==> src/rtl/pfr_pkg.sv <==
package pfr_pkg;

  // strobes from the control to the datapath
  typedef struct packed {
    logic loadAddr;   // latch request address and page tag
    logic capture;    // sample the memory data bus
  } pfrStrobes_t;

  typedef enum logic {
    ST_IDLE   = 1'b0,
    ST_ACCESS = 1'b1
  } pfrState_e;

endpackage

==> src/rtl/pfr_datapath.sv <==
module pfr_datapath
  import pfr_pkg::*;
#(
  parameter int ADDR_W = 20,
  parameter int DATA_W = 16,
  parameter int OFFS_W = 3
) (
  input  logic              clk,
  input  logic              rst,
  input  pfrStrobes_t       strobes,
  input  logic [ADDR_W-1:0] reqAddr,
  input  logic [DATA_W-1:0] memData,
  output logic [ADDR_W-1:0] memAddr,
  output logic [DATA_W-1:0] rspData,
  output logic              pageMatch
);

  localparam int PAGE_W = ADDR_W - OFFS_W;

  logic [PAGE_W-1:0] openPage;

  always_ff @(posedge clk) begin
    if (rst) begin
      memAddr  <= '0;
      openPage <= '0;
      rspData  <= '0;
    end else begin
      if (strobes.loadAddr) begin
        memAddr  <= reqAddr;
        openPage <= reqAddr[ADDR_W-1:OFFS_W];
      end
      if (strobes.capture) begin
        rspData <= memData;
      end
    end
  end

  assign pageMatch = (reqAddr[ADDR_W-1:OFFS_W] == openPage);

endmodule

==> src/rtl/pfr_control.sv <==
module pfr_control
  import pfr_pkg::*;
#(
  parameter int FULL_WAIT  = 5,
  parameter int PAGE_WAIT  = 2,
  parameter int IDLE_LIMIT = 6
) (
  input  logic        clk,
  input  logic        rst,
  input  logic        reqValid,
  input  logic        pageMatch,
  output logic        reqReady,
  output pfrStrobes_t strobes,
  output logic        memCeN,
  output logic        memOeN,
  output logic        rspValid,
  output logic        rspInPage
);

  localparam int CNT_W  = $clog2(FULL_WAIT + 1);
  localparam int IDLE_W = $clog2(IDLE_LIMIT + 1);

  pfrState_e         state;
  logic [CNT_W-1:0]  waitCnt;
  logic [IDLE_W-1:0] idleCnt;
  logic              pageValid;
  logic              accept;
  logic              hit;
  logic              lastWait;

  assign reqReady = (state == ST_IDLE);
  assign accept   = reqValid && reqReady;
  // an open page implies chip enable is still low
  assign hit      = pageValid && pageMatch;
  assign lastWait = (state == ST_ACCESS) && (waitCnt == CNT_W'(1));

  always_comb begin
    strobes          = '0;
    strobes.loadAddr = accept;
    strobes.capture  = lastWait;
  end

  always_ff @(posedge clk) begin
    if (rst) begin
      state     <= ST_IDLE;
      waitCnt   <= '0;
      idleCnt   <= '0;
      pageValid <= 1'b0;
      memCeN    <= 1'b1;
      memOeN    <= 1'b1;
      rspValid  <= 1'b0;
      rspInPage <= 1'b0;
    end else begin
      rspValid <= 1'b0;
      unique case (state)
        ST_IDLE: begin
          if (accept) begin
            memCeN    <= 1'b0;
            memOeN    <= 1'b0;
            waitCnt   <= hit ? CNT_W'(PAGE_WAIT) : CNT_W'(FULL_WAIT);
            rspInPage <= hit;
            pageValid <= 1'b1;
            idleCnt   <= '0;
            state     <= ST_ACCESS;
          end else if (!memCeN) begin
            if (idleCnt == IDLE_W'(IDLE_LIMIT - 1)) begin
              memCeN    <= 1'b1;
              pageValid <= 1'b0;
              idleCnt   <= '0;
            end else begin
              idleCnt <= idleCnt + IDLE_W'(1);
            end
          end
        end
        ST_ACCESS: begin
          if (lastWait) begin
            rspValid <= 1'b1;
            memOeN   <= 1'b1;
            state    <= ST_IDLE;
          end else begin
            waitCnt <= waitCnt - CNT_W'(1);
          end
        end
        default: state <= ST_IDLE;
      endcase
    end
  end

endmodule

==> src/rtl/pageflash_rdseq.sv <==
module pageflash_rdseq
  import pfr_pkg::*;
#(
  parameter int ADDR_W     = 20,
  parameter int DATA_W     = 16,
  parameter int FULL_WAIT  = 5,
  parameter int PAGE_WAIT  = 2,
  parameter int IDLE_LIMIT = 6
) (
  input  logic              clk,
  input  logic              rst,
  input  logic              reqValid,
  input  logic [ADDR_W-1:0] reqAddr,
  output logic              reqReady,
  output logic              rspValid,
  output logic [DATA_W-1:0] rspData,
  output logic              rspInPage,
  output logic [ADDR_W-1:0] memAddr,
  output logic              memCeN,
  output logic              memOeN,
  input  logic [DATA_W-1:0] memData
);

  localparam int OFFS_W = 3;  // eight words per page

  pfrStrobes_t strobes;
  logic        pageMatch;

  pfr_control #(
    .FULL_WAIT (FULL_WAIT),
    .PAGE_WAIT (PAGE_WAIT),
    .IDLE_LIMIT(IDLE_LIMIT)
  ) u_control (
    .clk      (clk),
    .rst      (rst),
    .reqValid (reqValid),
    .pageMatch(pageMatch),
    .reqReady (reqReady),
    .strobes  (strobes),
    .memCeN   (memCeN),
    .memOeN   (memOeN),
    .rspValid (rspValid),
    .rspInPage(rspInPage)
  );

  pfr_datapath #(
    .ADDR_W(ADDR_W),
    .DATA_W(DATA_W),
    .OFFS_W(OFFS_W)
  ) u_datapath (
    .clk      (clk),
    .rst      (rst),
    .strobes  (strobes),
    .reqAddr  (reqAddr),
    .memData  (memData),
    .memAddr  (memAddr),
    .rspData  (rspData),
    .pageMatch(pageMatch)
  );

endmodule

==> config.mk <==
export PLATFORM = sky130hd
export DESIGN_NAME = pageflash_rdseq
export DESIGN_NICKNAME = d
export VERILOG_FILES = /design/src/rtl/pfr_pkg.sv /design/src/rtl/pfr_datapath.sv /design/src/rtl/pfr_control.sv /design/src/rtl/pageflash_rdseq.sv
export SDC_FILE = /design/constraint.sdc
export NUM_CORES = 1
export LEC_CHECK = 0
export ABC_CLOCK_PERIOD_IN_PS = 2700
export BUFFER_PORTS_ARGS = -buffer_cell sky130_fd_sc_hd__buf_2
export CORE_MARGIN = 4
export CORE_UTILIZATION = 35
export DETAILED_ROUTE_END_ITERATION = 8
export PLACE_DENSITY_LB_ADDON = 0.15
export SLEW_MARGIN = 10
export SYNTH_ARGS = -nofsm -noshare
export SYNTH_HDL_FRONTEND = slang
export SYNTH_SLANG_ARGS = --single-unit
==> constraint.sdc <==
create_clock -name clk -period 2.7 [get_ports clk]
set_clock_uncertainty 0.1 [all_clocks]
set_input_delay 0.405 -clock clk [delete_from_list [all_inputs] [get_ports clk]]
set_output_delay 0.405 -clock clk [all_outputs]
set_load 0.1 [all_outputs]
* Word-level counts from Yosys, hierarchy flattened
Index checks and enable logic that the tools add are counted.
** Storage, ports and cells
- Bits in registers :: 65
- Input port bits :: 39
- Word-level logic and storage cells :: 51
** Cells by class
- $add $sub $neg :: 2
- Equal/unequal tests :: 7
- Mux-type cells :: 20
- Bitwise gates (word level) :: 1
- Reductions and logical operators :: 10
** Operators by type and width (count)
- 2-to-1 mux 3 bit :: 6
- equality test 17 bit :: 1
- 2-to-1 mux 1 bit :: 11
- inequality test 2 bit, second input constant :: 4
- AND reduction 2 bit :: 4
- case mux 3 bit (2 select lines) :: 1
- case mux 1 bit (2 select lines) :: 2
- adder 3 x 1 -> 3 bit, second input constant :: 1
- equality test 3 x 1 -> 1 bit, second input constant :: 1
- equality test 3 bit, second input constant :: 1
- logical AND 1 bit :: 3
- AND reduction 3 bit :: 1
- subtractor 3 x 1 -> 3 bit, second input constant :: 1
- nonzero test 2 bit :: 1
- OR reduction 2 bit :: 1
- inverter 1 bit :: 1

* Logic depth before layout (Yosys ltp)
Gate-level depths: netlist of run 1.
- Depth after elaboration :: 5
- Mapped depth :: 8
- Mapped depth without buffers :: 6

* By module
Synthesis of run 1 repeated with hierarchy kept, for this count alone.
** Unflattened totals
- Cell total of the unflattened synthesis :: 207
- Area, all modules :: 2044.5 um^2
** Modules (own cells, without submodules)
- pfr_datapath :: times used 1, cells each 139, area each 1447.6 um^2
- pfr_control :: times used 1, cells each 68, area each 596.8 um^2

* Worst setup path after synthesis of run 1
OpenSTA, ideal clock, no wires.
- Path type :: reg-to-reg
- Start point :: register u_datapath.openPage[14]
- End point :: register u_control.waitCnt[2]
- Setup time :: 120 ps
- Data arrival time :: 1883 ps
- Data required time :: 2480 ps
- Setup slack :: 597 ps
- Stages on the path, launching flop included :: 5
- Buffers on the path :: 0
- Path through :: dfxtp_1 > xor2_1 > nor4_2 > nand4_1 > o31a_1
** On the way
- Cells in the longest elaborated chain, start to end :: 5
** RTL lines
- from (decl) :: RTL line pfr_datapath.sv:20 : logic [PAGE_W-1:0] openPage;
- from (signal assigned) :: RTL line pfr_datapath.sv:30 : openPage <= reqAddr[ADDR_W-1:OFFS_W];
- equality test 17 bit :: RTL line pfr_datapath.sv:38 : assign pageMatch = (reqAddr[ADDR_W-1:OFFS_W] == openPage);
- logical AND 1 bit :: RTL line pfr_control.sv:34 : assign hit = pageValid && pageMatch;
- 2-to-1 mux 3 bit :: RTL line pfr_control.sv:60 : waitCnt <= hit ? CNT_W'(PAGE_WAIT) : CNT_W'(FULL_WAIT);
- 2-to-1 mux 3 bit :: RTL line pfr_control.sv:57 : if (accept) begin
- case mux 3 bit (2 select lines) :: RTL line pfr_control.sv:55 : unique case (state)
- to (signal assigned) :: RTL line pfr_control.sv:60
- to (signal assigned) :: RTL line pfr_control.sv:81 : waitCnt <= waitCnt - CNT_W'(1);
- to (decl) :: RTL line pfr_control.sv:24 : logic [CNT_W-1:0] waitCnt;
Every way passes these cells. The select of a mux whose other input is x is not followed.
A chain may end at the register's enable or synchronous reset.

* Final worst setup path of run 1
- Start point :: register u_control.state
- End point :: output reqReady
** On the way
- Cells in the longest elaborated chain, start to end :: 1
** RTL lines
- from (decl) :: RTL line pfr_control.sv:23 : pfrState_e state;
- from (signal assigned) :: RTL line pfr_control.sv:45 : state <= ST_IDLE;
- from (signal assigned) :: RTL line pfr_control.sv:64 : state <= ST_ACCESS;
- from (signal assigned) :: RTL line pfr_control.sv:79 : state <= ST_IDLE;
- inverter 1 bit :: RTL line pfr_control.sv:31 : assign reqReady = (state == ST_IDLE);
- to (decl) :: RTL line pageflash_rdseq.sv:14 : output logic reqReady,
Every way passes these cells.

==> results of run 1 <==
## synth_stat cells
cell / instances
nand4_1: 2
or2_1: 1
clkbuf_1: 5
buf_4: 1
a211oi_1: 1
a31oi_1: 4
nor2_1: 5
nand2_2: 1
a21o_1: 1
nor4_2: 4
a21boi_2: 1
or3_1: 1
dfxtp_1: 48
o21bai_1: 1
o21ai_0: 3
o41ai_2: 1
xnor2_1: 1
nand3_1: 2
inv_1: 7
buf_2: 7
a311oi_1: 1
buf_6: 1
nand3b_1: 1
a31o_2: 1
and3b_1: 1
a211o_1: 1
o21ai_1: 1
xor2_1: 16
o31a_1: 1
nor3_1: 4
a21boi_1: 1
a21oi_1: 39
mux2i_1: 1
nand2_1: 76
nor2b_1: 1
ha_1: 2
nand2b_1: 1
## cells by family after synthesis
logic type                 synth area share (%)
buffers and inverters                      4.89
AOI/OAI and AO/OA                          16.5
xor gates and xnor gates                   7.37
DFF                                        47.6
muxes                                     0.495
and+or+nand+nor                            22.0
adders and majority gates                  1.24
## report_power, final
group | internal (W) | switching [W]
Combinational | 0.000111 | 0.000415
Clock | 0.000327 | 0.000238
Sequential | 0.000755 | 0.0000339
Total | 0.00119 | 0.000687
## final cells by class
class | count | area, µm² | area share [%]
multi-input combinational | 177 | 961 | 37.2
clock inverter | 1 | 30.0 | 1.16
tap | 72 | 90.1 | 3.49
clock buffer | 7 | 96.3 | 3.73
timing repair buffer | 82 | 418 | 16.2
inverter | 7 | 26.3 | 1.02
sequential | 48 | 961 | 37.2
## stage by stage
step	hold slack [ps]	util (%)	std cells	power, W
floorplan	377	-	246	0.00123
global placement	339	44.3	386	0.00133
detailed placement	345	44.3	386	0.00134
CTS	224	46.6	394	0.00190
global route	231	46.6	394	0.00196
finish	234	46.6	394	0.00188
## sequential cells by signal, indices dropped and copies added, names as in the netlist
| signal | cells |
|---|---|
| u_control.state | 1 |
| u_control.idleCnt | 3 |
| u_datapath.openPage | 17 |
| u_control.waitCnt | 3 |
| u_control.memCeN | 1 |
| u_control.rspInPage | 1 |
| u_control.memOeN | 1 |
| u_control.rspValid | 1 |
| u_datapath.rspData | 16 |
| u_control.pageValid | 1 |
| u_datapath.memAddr | 3 |
## worst reg2reg max path, cell delays in order, from the launching register on
cell,delay [ps]
dfxtp_1,520
inv_1,150
nand2_2,420
a31oi_1,170
a311oi_1,300
## metal layers
metal / global-route usage (%) / share of wire [%] / vias up
li1: - / - / 965
met1: 16.9 / 46 / 831
met2: 22.2 / 47 / 39
met3: 4.54 / 5.8 / 7
met4: 4.82 / 1.4 / 0
met5: 0 / 0 / -
## path summary, 6_finish.rpt
check | from | endpoint | slack [ps]
max | u_control.state | reqReady | 870
min | memData[11] | u_datapath.rspData[11] | 230
max reg2reg | u_control.state | u_control.idleCnt[2] | 960
min reg2reg | u_datapath.rspData[11] | u_datapath.rspData[11] | 350
==> impl_results.md, run 1 <==
* Buffer depth of the longest clock path at 2
* Antenna viol nets, final at 0
* Remaining DRCs at 0
* RSZ-0062 raised after global routing: false
* Total Die Area at 0.00705 mm²
* Starting utilization of the core area at 36.5%
* # H-tree levels at 2
* Number of nets in the synthesized netlist at 287
* Number of setup violations in the final report at 0
* Chip height at 84.0 µm
* IO buf count at 79
* WL final at 4900 µm
* TritonCTS clock tree: done
* Post-synth cell types at 37
* Type of element capturing the critical path: output pin
* Via Count at 1842
* Top area cells in the synthesized netlist: dfxtp_1 (48%), nand2_1 (14%), a21oi_1 (9.7%)
* Post-CTS setup-driven buffer insertion count at 0
* Global-route congestion overflow total at 0
* Root Buffer Master: clkbuf_8
* Worst-case setup margin in the final layout at 873 ps
* Number of antenna violations at the first check in global routing at 0
* Data required, critical path at 2190 ps
* Count of cell instances traversed by the critical path at 2
* Filler cells at 604
* Dominant cell type by area after synthesis: dfxtp_1
* Worst-Skew Late Latency at 300 ps
* Worst hold path cell count at 3
* Global-route total usage across every layer at 13.7%
* Crit-path cells: inv_1 > buf_2
* Number of gates resized after CTS at 0
* Highest achievable clock rate at 547 MHz
* Area added between synthesis and finish at 27.8%
* Total non-filler cell area in the finished layout at 0.00258 mm²
* Area fraction of the dominant cell type after synthesis at 47.6%
* Most used cells in the layout excluding fill and tap cells: buf_2 (79), nand2_1 (76), dfxtp_1 (48), a21oi_1 (39), xor2_1 (16)
* Core outline area at 0.00554 mm²
* Post-synthesis instance area at 0.00202 mm²
* Number of clock sinks at 48
* Detailed router's first-iteration violation count at 84
* Vias in the first global route at 1702
* Gate family responsible for the most delay along the worst path: buffers and inverters
* Width of the die at 84.0 µm
* Buffers & Inverters on Critical Path at 2
* Post-cts hold buffer count at 0
* Leading cell type in the layout, fill and taps excluded: buf_2
* Synthesized flop and latch total at 48
* CP Launch Type: register
* Slew at the pin closest to its max-slew limit at 643 ps
* Number of detailed-routing iterations run before antenna repair at 4
* Proportion of layout cells with a drive suffix above 1 at 30.4%
* Site row count at 27
* Final RePlAce weighted congestion at 0.823
* Average routed wire per standard cell at 12.4 µm
* Slowest library cell on the worst path: buf_2
* Slew HR at 57.1%
* Setup TNS Final at 0 ps
* Cell area power density at 728 mW/mm²
* Peak per-stage delay on the critical path at 450 ps
* Largest net degree at the start of global routing at 30
* IR drop worst, VDD at 0.365 mV
* Clock transition at the registers of the reported paths at 90 ps
* Cell Area, Placed at 0.00246 mm²
* Worst Path Class, Setup: reg2out
* Detailed-route vias per instance at 4.68
* Total inserted antenna cells at 0
* Count of pins over their slew limit at 0
* Synthesized instance count at 246
* Per-instance average area after synthesis at 8.21 µm²
* Result of the run: completed
* Reported leakage power at 1.18 nW
* Sequential fraction of the synthesis area at 47.6%
* Synth warn at 0
* Fin crit share at 67.7%
* Placed wire-length estimate after detailed placement at 3530 µm
* Minimum clock period at 1830 ps
* Post-place setup slack at 954 ps
* CTS Buf Count at 5
* Worst hold path type: in2reg
* Worst reg2reg path depth at 4
* Count of endpoints failing hold in the final timing report at 0
* Data arrival time of the critical path at 1320 ps
* Number of max-cap violations at 0
* Ports at 80
* Global-route wire length before repair at 7960 µm
* Final net count at 362
* Max Fanout on Critical Path at 11
Power figures use the tool's default switching activity.
==> run 2, diff against run 1 <==
--- a/config.mk
+++ b/config.mk
@@ -5,7 +5,8 @@
 export SDC_FILE = /design/constraint.sdc
 export NUM_CORES = 1
 export LEC_CHECK = 0
-export ABC_CLOCK_PERIOD_IN_PS = 2700
+export ABC_AREA = 1
+export ABC_CLOCK_PERIOD_IN_PS = 1600
 export BUFFER_PORTS_ARGS = -buffer_cell sky130_fd_sc_hd__buf_2
 export CORE_MARGIN = 4
 export CORE_UTILIZATION = 35
==> constraint.sdc (replaced) <==
create_clock -name clk -period 1.6 [get_ports clk]
set_clock_uncertainty 0.1 [all_clocks]
set_input_delay 0.24 -clock clk [delete_from_list [all_inputs] [get_ports clk]]
set_output_delay 0.24 -clock clk [all_outputs]
set_load 0.1 [all_outputs]
==> run 2 against run 1 <==
Flip-flop and latch count unchanged. Clock power increased by 57%. Largest cell class unchanged. Total power increased by 65%. Highest routed layer unchanged. Cell area barely moved. First-iteration DRC count decreased by 18%. Synthesized area decreased by 2.6%. Worst setup slack got worse by 770 ps. Non-clock buffer count unchanged. Synthesized cell count is 3.3% higher. Wire length down 6.6%.
==> impl_results.md, run 2 <==
* Result of the run: completed
* Root Buffer Master: clkbuf_8
* Core outline area at 0.00547 mm² (-1.2%)
* Internal power at 0.00194 W (+62%)
* Largest net degree at the start of global routing at 34 (+13%)
* Slew at the pin closest to its max-slew limit at 495 ps (-148 ps)
* Width of the die at 83.0 µm (-1.2%)
* Global-route total usage across every layer at 13.2% (-0.50 points)
* Power share of the sequential group at 43.2% (+1.2 points)
* Number of detailed-routing iterations run before antenna repair at 4 (unchanged)
* Buffer depth of the longest clock path at 2 (unchanged)
* Reg with most FFs: u_datapath.openPage
* Global-route wire length before repair at 7610 µm (-4.4%)
* Post-synth cell types at 21 (-43%)
* Type of element capturing the critical path: output pin
* Sequential fraction of the synthesis area at 48.8% (+1.3 points)
* Filler cells at 557 (-7.8%)
* Per-instance average area after synthesis at 7.75 µm² (-5.7%)
* Fraction of met1 tracks used by global routing at 17.1% (+0.19 points)
* Data arrival time of the critical path at 1150 ps (-170 ps)
* Post-place setup slack at 154 ps (-800 ps)
* Clock power frac at 28.7% (-1.3 points)
* CTS Buf Count at 5 (unchanged)
* Total non-filler cell area in the finished layout at 0.00258 mm² (about the same)
* Top area cells in the synthesized netlist: dfxtp_1 (49%), nand2_1 (11%), a22o_1 (7.1%)
* Count leader, synth: nand2_1
* Synthesized instance count at 254 (+3.3%)
* Final RePlAce weighted congestion at 0.773 (-6.0%)
* Number of max-cap violations at 0 (unchanged)
* Synthesized flop and latch total at 48 (unchanged)
* Primary flip-flop cell chosen by synthesis mapping: dfxtp_1
* Proportion of layout cells with a drive suffix above 1 at 34.8% (+4.4 points)
* Synth warn at 0 (unchanged)
* Max Fanout on Critical Path at 7 (-4)
* Flip-flop count of the largest register, all copies and words added at 17 (unchanged)
* Number of clock sinks at 48 (unchanged)
* Ports at 80 (unchanged)
* Starting utilization of the core area at 36.0% (-0.51 points)
* TritonCTS clock tree: done
* Final-layout worst hold slack at 60.1 ps (-174 ps)
* Number of antenna violations at the first check in global routing at 0 (unchanged)
* Detailed-route vias per instance at 4.44 (-5.0%)
* Average routed wire per standard cell at 11.2 µm (-9.8%)
* Final net count at 376 (+3.9%)
* Most used cells in the layout excluding fill and tap cells: buf_2 (78), nand2_1 (56), inv_1 (30), dfxtp_1 (30)
* Worst-case setup margin in the final layout at 107 ps (-766 ps)
* Comb power frac at 28.1% (about the same)
* Detailed router's first-iteration violation count at 69 (-18%)
* Number of setup violations in the final report at 0 (unchanged)
* Minimum clock period at 1490 ps
* Via Count at 1813 (-1.6%)
* Met2 routing resource usage after global routing at 21.1% (-1.1 points)
* Share of the core filled with cells at 47.2% (+0.60 points)
* Largest regs: u_datapath.openPage: 17 flops, u_datapath.rspData: 16 flops
* Total Die Area at 0.00689 mm² (-2.3%)
* Met3 Use GR at 4.46% (-0.077 points)
* Global routing's busiest layer: met2
* WL final at 4580 µm (-6.6%)
* Clock transition at the registers of the reported paths at 90 ps (about the same)
* Highest achievable clock rate at 670 MHz
* Dominant cell type by area after synthesis: dfxtp_1
* Cell area power density at 1200 mW/mm² (+65%)
* # H-tree levels at 2 (unchanged)
* Most instantiated cells after synthesis: nand2_1 (56), dfxtp_1 (48), inv_1 (30)
* Data required, critical path at 1260 ps (-930 ps)
* Global-route congestion overflow total at 0 (unchanged)
* Async set or reset register ratio after synthesis at 0% (unchanged)
* Worst-Skew Late Latency at 300 ps (about the same)
* Worst hold path type: in2reg
* Count of endpoints failing hold in the final timing report at 0 (unchanged)
* Number of nets in the synthesized netlist at 295 (+2.8%)
* EDFF count, synth at 0 (unchanged)
* Total inserted antenna cells at 0 (unchanged)
* Cell Area, Placed at 0.00247 mm² (+0.41%)
* IR drop worst, VDD at 0.561 mV (+53%)
* Post-synthesis instance area at 0.00197 mm² (-2.6%)
* Chip height at 83.0 µm (-1.2%)
* Post-CTS setup-driven buffer insertion count at 0 (unchanged)
* Setup TNS Final at 0 ps (unchanged)
* Worst Path Class, Setup: reg2out
* Placed wire-length estimate after detailed placement at 3420 µm (-3.1%)
* Antenna viol nets, final at 0 (unchanged)
* Switching share of power at 37.5% (+1.0 points)
* IO buf count at 79 (unchanged)
* Leading cell type in the layout, fill and taps excluded: buf_2
* Site row count at 27 (unchanged)
* Vias in the first global route at 1694 (-0.47%)
* Area fraction of the dominant cell type after synthesis at 48.8% (+1.3 points)
* Area added between synthesis and finish at 31.3%
* RSZ-0062 raised after global routing: false
* CP Launch Type: register
* Reported leakage power at 1.32 nW (+12%)
* Net switching component of the power at 0.00116 W (+70%)
* Count of pins over their slew limit at 0 (unchanged)
* Fin crit share at 93.3%
* Remaining DRCs at 0 (unchanged)
* Slew HR at 67.2% (+10 points)
-- run 2: final cells by class --
class	instances	area, µm²	area share [%]
Inverter	33	124	4.79
Sequential cell	48	983	38.1
Clock inverter	3	46.3	1.79
Timing Repair Buffer	82	433	16.8
Multi-Input combinational cell	165	838	32.4
Tap cell	72	90.1	3.49
Clock buffer	5	68.8	2.66
-- run 2: power groups by stage --
stage	clock (W)	combinational [W]	sequential, W
floorplan	0	0.000237	0.00183
global placement	0	0.000877	0.00137
detailed placement	0	0.000879	0.00137
CTS	0.000929	0.000880	0.00134
global route	0.000973	0.000932	0.00135
finish	0.000889	0.000873	0.00134
-- run 2: path summary, 6_finish.rpt --
path	from	end	slack, ps	depth (start not counted)
worst min-delay path	memData[1]	u_datapath.rspData[1]	60	2
worst max-delay path	u_control.state	reqReady	110	2
worst min register to register	u_control.memOeN	u_control.memOeN	360	2
worst max register to register	u_control.state	u_datapath.rspData[5]	150	5
-- run 2: worst max-delay path, stage by stage, from the launching register on --
cell and delay, ps:
dfxtp_1 470, inv_2 100, clkbuf_4 290
-- run 2: cells by family (layout without fill, tap and decap cells) --
family	after synthesis	after routing	synth area share [%]
buffers and inverters	41	123	8.58
flip-flops	48	48	48.8
XOR/XNOR	4	4	1.78
AO/OA/AOI/OAI	65	65	19.8
AND/OR/NAND/NOR	94	94	19.7
adder cells (fa/ha/maj)	2	2	1.27
-- run 2: per-layer routing --
layer	up-vias	routed length, µm
li1	977	-
met1	788	2230
met2	43	2030
met3	5	288
met4	0	36
met5	-	0
-- run 2: repair_timing --
item                                    in CTS  in global routing
endpoints found under the setup margin       0                  1
hold buffers                                 0                  0
gates resized for setup                      0                  1
-- run 2: per-stage QoR --
step                      cells  power [W]
final                       408    0.00310
after global routing        408    0.00326
after CTS                   408    0.00315
after detailed placement    400    0.00225
after global placement      400    0.00224
after floorplan             254    0.00207
